## config.mk

```make
export PLATFORM = sky130hd
export DESIGN_NAME = nand_chunk_remap
export DESIGN_NICKNAME = d
export VERILOG_FILES = /design/src/rtl/nand_remap_pkg.sv /design/src/rtl/nand_remap_cfg.sv /design/src/rtl/nand_remap_addr.sv /design/src/rtl/nand_chunk_remap.sv
export SDC_FILE = /design/constraint.sdc
export NUM_CORES = 1
export LEC_CHECK = 0
export ABC_AREA = 0
export BUFFER_PORTS_ARGS = -buffer_cell sky130_fd_sc_hd__buf_2
export CORE_ASPECT_RATIO = 1.5
export CORE_MARGIN = 2
export CORE_UTILIZATION = 25
export CTS_BUF_LIST = sky130_fd_sc_hd__clkbuf_8
export CTS_CLUSTER_SIZE = 28
export DETAILED_ROUTE_END_ITERATION = 10
export PLACE_DENSITY_LB_ADDON = 0.1
export SLEW_MARGIN = 25
export SYNTH_ARGS = -nofsm -noshare
export SYNTH_HDL_FRONTEND = slang
export SYNTH_SLANG_ARGS = --single-unit
```

## constraint.sdc

```tcl
create_clock -name clk -period 3.9 [get_ports clk]
set_clock_uncertainty 0.1 [all_clocks]
set_input_delay 0.585 -clock clk [delete_from_list [all_inputs] [get_ports clk]]
set_output_delay 0.585 -clock clk [all_outputs]
set_load 0.02 [all_outputs]
```

## src/rtl/nand_remap_pkg.sv

```systemverilog
package nand_remap_pkg;
    typedef enum logic [1:0] {
        ST_IDLE,
        ST_RUN,
        ST_DONE
    } remap_state_t;

    localparam int ERR_ALIGN = 0;
    localparam int ERR_FIFO  = 1;
    localparam int ERR_GEOM  = 2;
    localparam int ERR_W     = 3;
endpackage

```

## src/rtl/nand_remap_cfg.sv

```systemverilog
module nand_remap_cfg
    import nand_remap_pkg::*;
#(
    parameter int LEN_W           = 13,
    parameter int ADDR_W          = 14,
    parameter int ECC_W           = 8,
    parameter int WORD_LOG2       = 3,
    parameter int SPARE_BYTES     = 32,
    parameter int BCH_ECC_BYTES   = 30,
    parameter int HAM_ECC_BYTES   = 6,
    parameter int HAM_SECTOR_LOG2 = 9,
    parameter int FIFO_BYTES      = 2176,
    parameter int MIN_PAGE_LOG2   = 11,
    parameter int MIN_CHUNK_LOG2  = 9
) (
    input  logic [1:0]        page_sel,
    input  logic [LEN_W-1:0]  chunk_bytes,
    input  logic              ecc_ham,
    input  logic              raw_mode,
    output logic [ADDR_W-1:0] page_bytes,
    output logic [ECC_W-1:0]  ecc_pad,
    output logic [ERR_W-1:0]  err
);
    localparam int WORD_BYTES = 1 << WORD_LOG2;
    localparam int SUM_W      = LEN_W + 2;

    logic [ECC_W-1:0] ecc_raw;
    logic [SUM_W-1:0] fifo_bytes;

    always_comb begin
        page_bytes = (page_sel == 2'd3) ? '0
                   : ADDR_W'(1) << (MIN_PAGE_LOG2 + int'(page_sel));
        ecc_raw    = ecc_ham ? ECC_W'(HAM_ECC_BYTES * int'(chunk_bytes >> HAM_SECTOR_LOG2))
                             : ECC_W'(BCH_ECC_BYTES);
        ecc_pad    = (ecc_raw + ECC_W'(WORD_BYTES - 1)) & ~ECC_W'(WORD_BYTES - 1);
        fifo_bytes = SUM_W'(chunk_bytes) + SUM_W'(SPARE_BYTES)
                   + (raw_mode ? SUM_W'(ecc_pad) : SUM_W'(0));

        err[ERR_ALIGN] = (chunk_bytes == '0) || (chunk_bytes[WORD_LOG2-1:0] != '0);
        err[ERR_FIFO]  = fifo_bytes > SUM_W'(FIFO_BYTES);
        err[ERR_GEOM]  = (page_sel == 2'd3)
                      || (chunk_bytes < LEN_W'(1 << MIN_CHUNK_LOG2))
                      || ((chunk_bytes & (chunk_bytes - LEN_W'(1))) != '0)
                      || (ADDR_W'(chunk_bytes) > page_bytes);
    end
endmodule

```

## src/rtl/nand_remap_addr.sv

```systemverilog
module nand_remap_addr #(
    parameter int LEN_W       = 13,
    parameter int ADDR_W      = 14,
    parameter int ECC_W       = 8,
    parameter int WORD_BYTES  = 8,
    parameter int SPARE_BYTES = 32
) (
    input  logic              clk,
    input  logic              rst_n,
    input  logic              load,
    input  logic              step,
    input  logic [ADDR_W-1:0] cfg_page,
    input  logic [LEN_W-1:0]  cfg_chunk,
    input  logic [ECC_W-1:0]  cfg_ecc,
    input  logic              cfg_raw,
    output logic [ADDR_W-1:0] addr,
    output logic              drop,
    output logic              last_word
);
    logic [ADDR_W-1:0] page_q, chunk_q, off_q, data_base_q, oob_base_q;
    logic [ECC_W-1:0]  ecc_q;
    logic              raw_q;
    logic [ADDR_W-1:0] total, off_nxt, oob_step;
    logic              chunk_end, in_data;

    always_comb begin
        total     = chunk_q + ADDR_W'(SPARE_BYTES) + ADDR_W'(ecc_q);
        off_nxt   = off_q + ADDR_W'(WORD_BYTES);
        chunk_end = (off_nxt == total);
        last_word = chunk_end && ((data_base_q + chunk_q) == page_q);
        in_data   = off_q < chunk_q;
        drop      = !raw_q && (off_q >= chunk_q + ADDR_W'(SPARE_BYTES));
        oob_step  = ADDR_W'(SPARE_BYTES) + (raw_q ? ADDR_W'(ecc_q) : ADDR_W'(0));
        addr      = in_data ? data_base_q + off_q
                            : page_q + oob_base_q + (off_q - chunk_q);
    end

    always_ff @(posedge clk or negedge rst_n) begin
        if (!rst_n) begin
            page_q      <= '0;
            chunk_q     <= '0;
            ecc_q       <= '0;
            raw_q       <= 1'b0;
            off_q       <= '0;
            data_base_q <= '0;
            oob_base_q  <= '0;
        end else if (load) begin
            page_q      <= cfg_page;
            chunk_q     <= ADDR_W'(cfg_chunk);
            ecc_q       <= cfg_ecc;
            raw_q       <= cfg_raw;
            off_q       <= '0;
            data_base_q <= '0;
            oob_base_q  <= '0;
        end else if (step) begin
            if (chunk_end) begin
                off_q       <= '0;
                data_base_q <= data_base_q + chunk_q;
                oob_base_q  <= oob_base_q + oob_step;
            end else begin
                off_q <= off_nxt;
            end
        end
    end

    // a word from the data region always lands inside the page data area
    a_r4_data_in_page: assert property (@(posedge clk) disable iff (!rst_n)
        (step && in_data) |-> (addr < page_q));

    // out-of-band words always land at or beyond the page data area
    a_r5_oob_above_page: assert property (@(posedge clk) disable iff (!rst_n)
        (step && !in_data) |-> (addr >= page_q));
endmodule

```

## src/rtl/nand_chunk_remap.sv

```systemverilog
module nand_chunk_remap
    import nand_remap_pkg::*;
#(
    parameter int WORD_LOG2   = 3,
    parameter int LEN_W       = 13,
    parameter int ADDR_W      = 14,
    parameter int ECC_W       = 8,
    parameter int SPARE_BYTES = 32,
    parameter int FIFO_BYTES  = 2176
) (
    input  logic                         clk,
    input  logic                         rst_n,
    input  logic                         start_i,
    input  logic [1:0]                   cfg_page_sel_i,
    input  logic [LEN_W-1:0]             cfg_chunk_bytes_i,
    input  logic                         cfg_ecc_ham_i,
    input  logic                         cfg_raw_i,
    input  logic                         in_valid_i,
    input  logic [(8<<WORD_LOG2)-1:0]    in_data_i,
    output logic                         in_ready_o,
    output logic                         wr_valid_o,
    output logic [ADDR_W-1:0]            wr_addr_o,
    output logic [(8<<WORD_LOG2)-1:0]    wr_data_o,
    input  logic                         wr_ready_i,
    output logic                         page_done_o,
    output logic [ERR_W-1:0]             cfg_err_o
);
    localparam int WORD_BYTES = 1 << WORD_LOG2;

    remap_state_t      state_q, state_d;
    logic [ADDR_W-1:0] page_bytes;
    logic [ECC_W-1:0]  ecc_pad;
    logic [ERR_W-1:0]  cfg_err_d, cfg_err_q;
    logic              go, load, accept, drop, last_word, run;

    nand_remap_cfg #(
        .LEN_W(LEN_W), .ADDR_W(ADDR_W), .ECC_W(ECC_W), .WORD_LOG2(WORD_LOG2),
        .SPARE_BYTES(SPARE_BYTES), .FIFO_BYTES(FIFO_BYTES)
    ) cfg_i (
        .page_sel(cfg_page_sel_i), .chunk_bytes(cfg_chunk_bytes_i),
        .ecc_ham(cfg_ecc_ham_i), .raw_mode(cfg_raw_i),
        .page_bytes(page_bytes), .ecc_pad(ecc_pad), .err(cfg_err_d)
    );

    nand_remap_addr #(
        .LEN_W(LEN_W), .ADDR_W(ADDR_W), .ECC_W(ECC_W),
        .WORD_BYTES(WORD_BYTES), .SPARE_BYTES(SPARE_BYTES)
    ) addr_i (
        .clk(clk), .rst_n(rst_n), .load(load), .step(accept),
        .cfg_page(page_bytes), .cfg_chunk(cfg_chunk_bytes_i),
        .cfg_ecc(ecc_pad), .cfg_raw(cfg_raw_i),
        .addr(wr_addr_o), .drop(drop), .last_word(last_word)
    );

    assign go     = start_i && (cfg_err_d == '0);
    assign load   = (state_q == ST_IDLE) && go;
    assign accept = in_valid_i && in_ready_o;

    always_comb begin
        state_d = state_q;
        unique case (state_q)
            ST_IDLE: if (go) state_d = ST_RUN;
            ST_RUN:  if (accept && last_word) state_d = ST_DONE;
            ST_DONE: state_d = ST_IDLE;
            default: state_d = ST_IDLE;
        endcase
    end

    always_ff @(posedge clk or negedge rst_n) begin
        if (!rst_n) begin
            state_q   <= ST_IDLE;
            cfg_err_q <= '0;
        end else begin
            state_q <= state_d;
            if (state_q == ST_IDLE && start_i) cfg_err_q <= cfg_err_d;
        end
    end

    always_comb begin
        run         = (state_q == ST_RUN);
        in_ready_o  = run && (drop || wr_ready_i);
        wr_valid_o  = run && in_valid_i && !drop;
        wr_data_o   = in_data_i;
        page_done_o = (state_q == ST_DONE);
        cfg_err_o   = cfg_err_q;
    end

    // the end-of-page pulse lasts a single cycle
    a_r7_done_pulse: assert property (@(posedge clk) disable iff (!rst_n)
        page_done_o |=> !page_done_o);

    // a stalled write keeps its address until it is taken
    a_r6_stall_hold: assert property (@(posedge clk) disable iff (!rst_n)
        (wr_valid_o && !wr_ready_i) |=> $stable(wr_addr_o));

    // latched error flags never coexist with a running page
    a_r11_err_blocks: assert property (@(posedge clk) disable iff (!rst_n)
        (cfg_err_o != '0) |-> !run);

    // outside a page nothing is accepted from the stream
    a_r1_idle_quiet: assert property (@(posedge clk) disable iff (!rst_n)
        (state_q != ST_RUN) |-> (!in_ready_o && !wr_valid_o));
endmodule

```

-- Word-level counts from Yosys, hierarchy flattened
Cells that the tools add are included.
- add/sub/neg operators: 15
- multiply operators: 1
- divide/modulo/power cells: 0
- $lt $le $gt $ge: 5
- equal/unequal tests: 7
- shifts and indexed selects: 1
- mux-type cells: 17
- bitwise logic cells: 1
- reduce and logical (&&, ||, !) cells: 26
- operators by type and width (operator ; number):
    $mux W14 ; 11
    $add A14 B14 Y14 ; 4
    $shl A1 B32 Y14 const A ; 1
    $add A13 B6 Y14 const B ; 2
    $eq A14 B14 Y1 ; 2
    $mux W8 ; 3
    $add A15 B15 Y15 ; 1
    $gt A15 B12 Y1 const B ; 1
    $add A14 B13 Y14 ; 1
    $add A14 B4 Y14 const B ; 1
    $add A14 B8 Y14 ; 1
    $add A6 B14 Y14 const A ; 1
    $ge A14 B14 Y1 ; 1
    $gt A13 B14 Y1 ; 1
    $lt A14 B13 Y1 ; 1
    $sub A14 B13 Y14 ; 1
    $and A13 B13 Y13 ; 1
    $logic_not A13 Y1 ; 1
    $lt A13 B10 Y1 const B ; 1
    $reduce_bool A13 Y1 ; 1
    $sub A13 B1 Y13 const B ; 1
    $logic_and A1 B1 Y1 ; 10
    $add A8 B3 Y8 const B ; 1
    $mul A2 B4 Y6 const A ; 1
    other kinds (14) ; 23
- register bits after elaboration: 80
- bits in latches: 0
- bits in writable memories: 0
- memory bits (read-only): 0
- input bits: 86
- output and inout port bits: 84
- logic and storage cells: 82
- memories: 0

-- Longest topological paths before layout
- depth in word-level cells: 11
- gate-level depth with buffers: 20
- mapped depth without buffers: 18

-- Hierarchy
Synthesis repeated with hierarchy kept, for this count alone.
- cell total of the unflattened synthesis: 1118
- area, all modules: 9614.2 um^2
- by module, submodules not included (module ; instances ; cells each ; area an instance (um^2) ; sequential area each (um^2)):
    nand_remap_addr ; 1 ; 895 ; 7846.3 ; 1876.8
    nand_remap_cfg ; 1 ; 139 ; 1038.5 ; 0.0
    nand_chunk_remap ; 1 ; 84 ; 729.4 ; 125.1

-- Worst setup path after synthesis
No wires, ideal clock.
- path kind: in2reg
- start point: input cfg_chunk_bytes_i[10]
- end point: register addr_i.data_base_q[0]
- setup time: 0.132 ns
- arrival time: 4.532 ns
- required time: 3.668 ns
- path slack: -0.864 ns
- stages on the path: 19
- buffers on the path: 3
- cells stage by stage: clkbuf_1 > inv_1 > ha_1 > a21o_1 > a21oi_1 > xnor2_1 > nand4_1 > xor2_1 > and2_1 > ha_1 > o21a_1 > o31a_1 > o21ai_0 > or3b_2 > a21oi_1 > o2111a_1 > clkbuf_1 > clkbuf_1 > nor2_1
- cells in the longest elaborated chain, start to end: 11
- elaborated cells on any way between the ends: 24
- those cells by class: 4 x add/sub; 1 x mul; 3 x order compare; 3 x mux; 1 x bitwise; 12 x reduce/logical
- ends and longest elaborated chain (element ; line ; text):
    from (decl) ; nand_chunk_remap.sv:15 ; input logic [LEN_W-1:0] cfg_chunk_bytes_i,
    $mul A2 B4 Y6 ; nand_remap_cfg.sv:33 ; ecc_raw = ecc_ham ? ECC_W'(HAM_ECC_BYTES * int'(chunk_bytes >> HAM_SECTOR_LOG2))
    $mux W8 ; nand_remap_cfg.sv:33 ;
    $add A8 B3 Y8 ; nand_remap_cfg.sv:35 ; ecc_pad = (ecc_raw + ECC_W'(WORD_BYTES - 1)) & ~ECC_W'(WORD_BYTES - 1);
    $mux W8 ; nand_remap_cfg.sv:37 ; + (raw_mode ? SUM_W'(ecc_pad) : SUM_W'(0));
    $add A15 B15 Y15 ; nand_remap_cfg.sv:37 ;
    $gt A15 B12 Y1 ; nand_remap_cfg.sv:40 ; err[ERR_FIFO] = fifo_bytes > SUM_W'(FIFO_BYTES);
    $logic_not A3 Y1 * ; nand_chunk_remap.sv:55 ; assign go = start_i && (cfg_err_d == '0);
    $logic_and A1 B1 Y1 * ; nand_chunk_remap.sv:55 ;
    $logic_and A1 B1 Y1 * ; nand_chunk_remap.sv:56 ; assign load = (state_q == ST_IDLE) && go;
    $reduce_bool A2 Y1 (no line) ; -- ;
    $reduce_and A2 Y1 (no line) ; -- ;
    to (signal assigned) ; nand_remap_addr.sv:58 ; data_base_q <= data_base_q + chunk_q;
    to (decl) ; nand_remap_addr.sv:20 ; logic [ADDR_W-1:0] page_q, chunk_q, off_q, data_base_q, oob_base_q;
Every way passes the cells marked *; elsewhere a longest branch is shown, timed or not.
A chain may end at the register's enable or synchronous reset.

-- Final worst setup path
- start point: register addr_i.off_q[3]
- end point: output wr_addr_o[13]
- cells in the longest elaborated chain, start to end: 3
- elaborated cells on any way between the ends: 5
- those cells by class: 3 x add/sub; 1 x order compare; 1 x mux
- ends and longest elaborated chain (element ; line ; text):
    from (decl) ; nand_remap_addr.sv:20 ;
    from (signal assigned) ; nand_remap_addr.sv:61 ; off_q <= off_nxt;
    $sub A14 B13 Y14 ; nand_remap_addr.sv:35 ; : page_q + oob_base_q + (off_q - chunk_q);
    $add A14 B14 Y14 ; nand_remap_addr.sv:35 ;
    $mux W14 * ; nand_remap_addr.sv:34 ; addr = in_data ? data_base_q + off_q
    to (decl) ; nand_chunk_remap.sv:22 ; output logic [ADDR_W-1:0] wr_addr_o,
Marked as above.

==> results.json <==
{
  "status": "finished with violations",
  "violations": "setup timing",
  "layout.nets": 1319,
  "final_util_pct": 35.1,
  "async_flop_share_pct": 100,
  "via_count": 7085,
  "layout_setup_ws_ps": -264,
  "sw_frac_of_total_pct": 28.8,
  "gp_congestion": 0.837,
  "grt_start_max_net_pins": 67,
  "finalSetupTns_ps": -3520,
  "drt_pass1_iterations": 4,
  "coreArea_sq_um": 31700,
  "finalHoldViolations": 0,
  "synthTopCellsByCount": "ha_1 (100), inv_1 (90), dfrtp_1 (66), nor2_1 (66), buf_4 (64)",
  "ys_seq_elements": 66,
  "grt_use_met1_pct": 17.1,
  "rsz0062_at_grt": "true",
  "clock_path_buffers": 2,
  "grt_pass1_wl_mm": 41.7,
  "cts_hold_buf": 0,
  "path_cells": "inv_1 > fa_1 > inv_2 > ha_4 > ha_4 > a21o_1 > a21oi_2 > o21bai_2 > and3_1 > o21ai_1 > buf_4 > a21oi_4 > o41ai_4 > xnor2_1 > mux2i_2 > buf_4",
  "worst-setup-path-type": "register to output port",
  "n_antenna_cell": 0,
  "num_rows": 80,
  "tritoncts": "done",
  "insertion_delay_ps": 390,
  "drtIter0Drc": 267,
  "min_period_ps": 4160,
  "die_h_um": 224,
  "seqPwrFrac_pct": 42.5,
  "io_buffers": 41,
  "power_switching_mw": 0.467,
  "grtUsageTotal_pct": 16.8,
  "synth_edf_count": 0,
  "clock_power_share_pct": 38.8,
  "timing.rr.end": "addr_i.oob_base_q[11]",
  "syn_area_sq_um": 8050,
  "worstPathRequired_ps": 3210,
  "clock-sinks": 66,
  "ff2ff_setup_slack_ps": 20,
  "grtUsageMet2_pct": 33.3,
  "cts-htree-levels": 3,
  "yosys_warnings": 0,
  "clockRootBuffer": "clkbuf_8",
  "grt_pass1_vias": 7356,
  "min_period_over_period_pct": 107,
  "use_met3_pct": 2.28,
  "timing.rr.start": "addr_i.chunk_q[5]",
  "fmax_mhz": 240,
  "pre_cts_ws_ps": -739,
  "drt_wl_total_mm": 27.6,
  "synth_cell_type_count": 74,
  "synth-main-ff-cell": "dfrtp_1",
  "maxCapViolCount": 0,
  "drtAntennaViolNets": 0,
  "cpMaxStageDelayCell": "fa_1",
  "p_int_mw": 1.15,
  "drive_gt1_share_pct": 37.2,
  "netlist_top_cells_area": "dfrtp_1 (21%), ha_1 (16%), buf_4 (6.0%)",
  "synth.most_common_cell": "ha_1",
  "slew_headroom_pct": 48.5,
  "antenna_found_initial": 0,
  "leakagePower_nw": 5.26,
  "worst_pin_slew_ps": 773,
  "route.detailed.drc": 0,
  "die_x_um": 151,
  "pin_count": 170,
  "vdd_drop_max_mv": 0.110,
  "yosysSeqAreaShare_pct": 20.5,
  "whs_ps": 105,
  "vias_per_cell": 4.64,
  "startpoint": "addr_i.off_q[3]",
  "start_kind": "register",
  "path_max_fanout": 2,
  "dieArea_sq_um": 33700,
  "setup_viol": 39,
  "reg2reg_depth": 16,
  "syn-instance-count": 942,
  "syn_area_per_cell_sq_um": 8.55,
  "clk_pin_slew_ps": 80,
  "critPathCaptureType": "output port",
  "cts_buffers": 9,
  "design_area_sq_um": 11100,
  "power_density_nw_per_um2": 146,
  "placement.cell_area_sq_um": 9670,
  "busiest_layer": "met2",
  "dp_hpwl_mm": 22.6,
  "area_growth_syn_to_layout_pct": 38.2,
  "hp-class": "input port to asynchronous set/reset pin",
  "overflow": 0,
  "pwr-share-comb_pct": 18.8,
  "slew_violations": 0,
  "synth_top_area_share_pct": 20.5,
  "start_util_pct": 25.4,
  "worstPathArrival_ps": 3480,
  "wl_per_cell_um": 18.1,
  "slowest_delay_ps": 530,
  "yosysTopAreaCell": "dfrtp_1"
}
## area by class of cell
cell class	instances	area [sq um]
clock inverters	5	46.3
well taps	410	513
flip-flops and latches	66	1650
clock buffers	11	151
multi-input cells	704	6290
fillers	3308	20600
inverters	90	355
repair buffers	241	2120
## sequential cells by signal, summed over array words and instances, names as in the netlist
signal	flops
addr_i.chunk_q	13
addr_i.off_q	11
state_q	2
addr_i.page_q	6
cfg_err_o	3
addr_i.ecc_q	5
addr_i.oob_base_q	11
addr_i.data_base_q	14
addr_i.raw_q	1
## cells by family (layout without fill, tap and decap cells)
kind of cell,after synthesis,in the layout,synth area share [%]
AO/OA/AOI/OAI,195,195,15.8
XOR/XNOR,88,88,10.7
adder cells (fa/ha/maj),122,122,20.9
buffers and inverters,176,347,11.5
flip-flops,66,66,20.5
multiplexers,35,35,4.46
other,2,6,0.0933
AND/OR/NAND/NOR,258,258,16.1
## layout by cell type (no fill, tap or decap), types with 18 or more instances in the layout
cell and count:
nand2_1 35, nor2_1 40, xnor2_1 48, dfrtp_1 64
ha_1 87, nand3_1 19, fa_1 18, buf_4 172
mux2i_1 27, inv_1 85, xor2_1 27, o21ai_0 24
nor3_1 22, buf_2 23, nand2_2 18, a21oi_1 40
buf_6 25
## timing repair
item,in CTS,in global routing
endpoints found under the setup margin,68,78
buffers inserted,15,16
pin swaps,32,62
gates cloned,1,4
gates resized for setup,72,163
## per-stage QoR
stage / std cells / power, mW
2_1_floorplan: 946 / 0.937
3_3_place_gp: 1475 / 0.968
3_5_place_dp: 1475 / 0.967
4_1_cts: 1507 / 1.61
5_1_grt: 1527 / 1.70
6_report: 1527 / 1.62
## power groups by stage
stage / clock network (mW) / registers [mW] / logic, mW
final: 0.628 / 0.688 / 0.304
after global routing: 0.674 / 0.688 / 0.338
after CTS: 0.650 / 0.688 / 0.277
after detailed placement: 0 / 0.701 / 0.266
after global placement: 0 / 0.702 / 0.267
after floorplan: 0 / 0.703 / 0.234
## worst max-delay path: cells and delay by family (launching register included)
kind                       cells  cell delay [ps]
muxes                          1              150
adders and majority gates      3              980
xor gates and xnor gates       1              120
buffers and inverters          4              410
DFF                            1              400
AOI/OAI and AO/OA              6              870
and+or+nand+nor                1              150
## metal layers
| layer | wire length, um | part of all wire, % |
|---|---|---|
| met5 | 0 | 0 |
| met4 | 903 | 3.3 |
| met3 | 666 | 2.4 |
| met2 | 15900 | 58 |
| met1 | 10200 | 37 |
## worst max path at each step
stage,endpoint,slack (ps)
floorplan,addr_i.oob_base_q[11],-160
global placement,addr_i.data_base_q[13],-740
detailed placement,addr_i.data_base_q[13],-740
CTS,wr_addr_o[13],-460
global route,wr_addr_o[13],-540
finish,wr_addr_o[13],-260
Note: power is estimated with default switching activity, not from simulation.
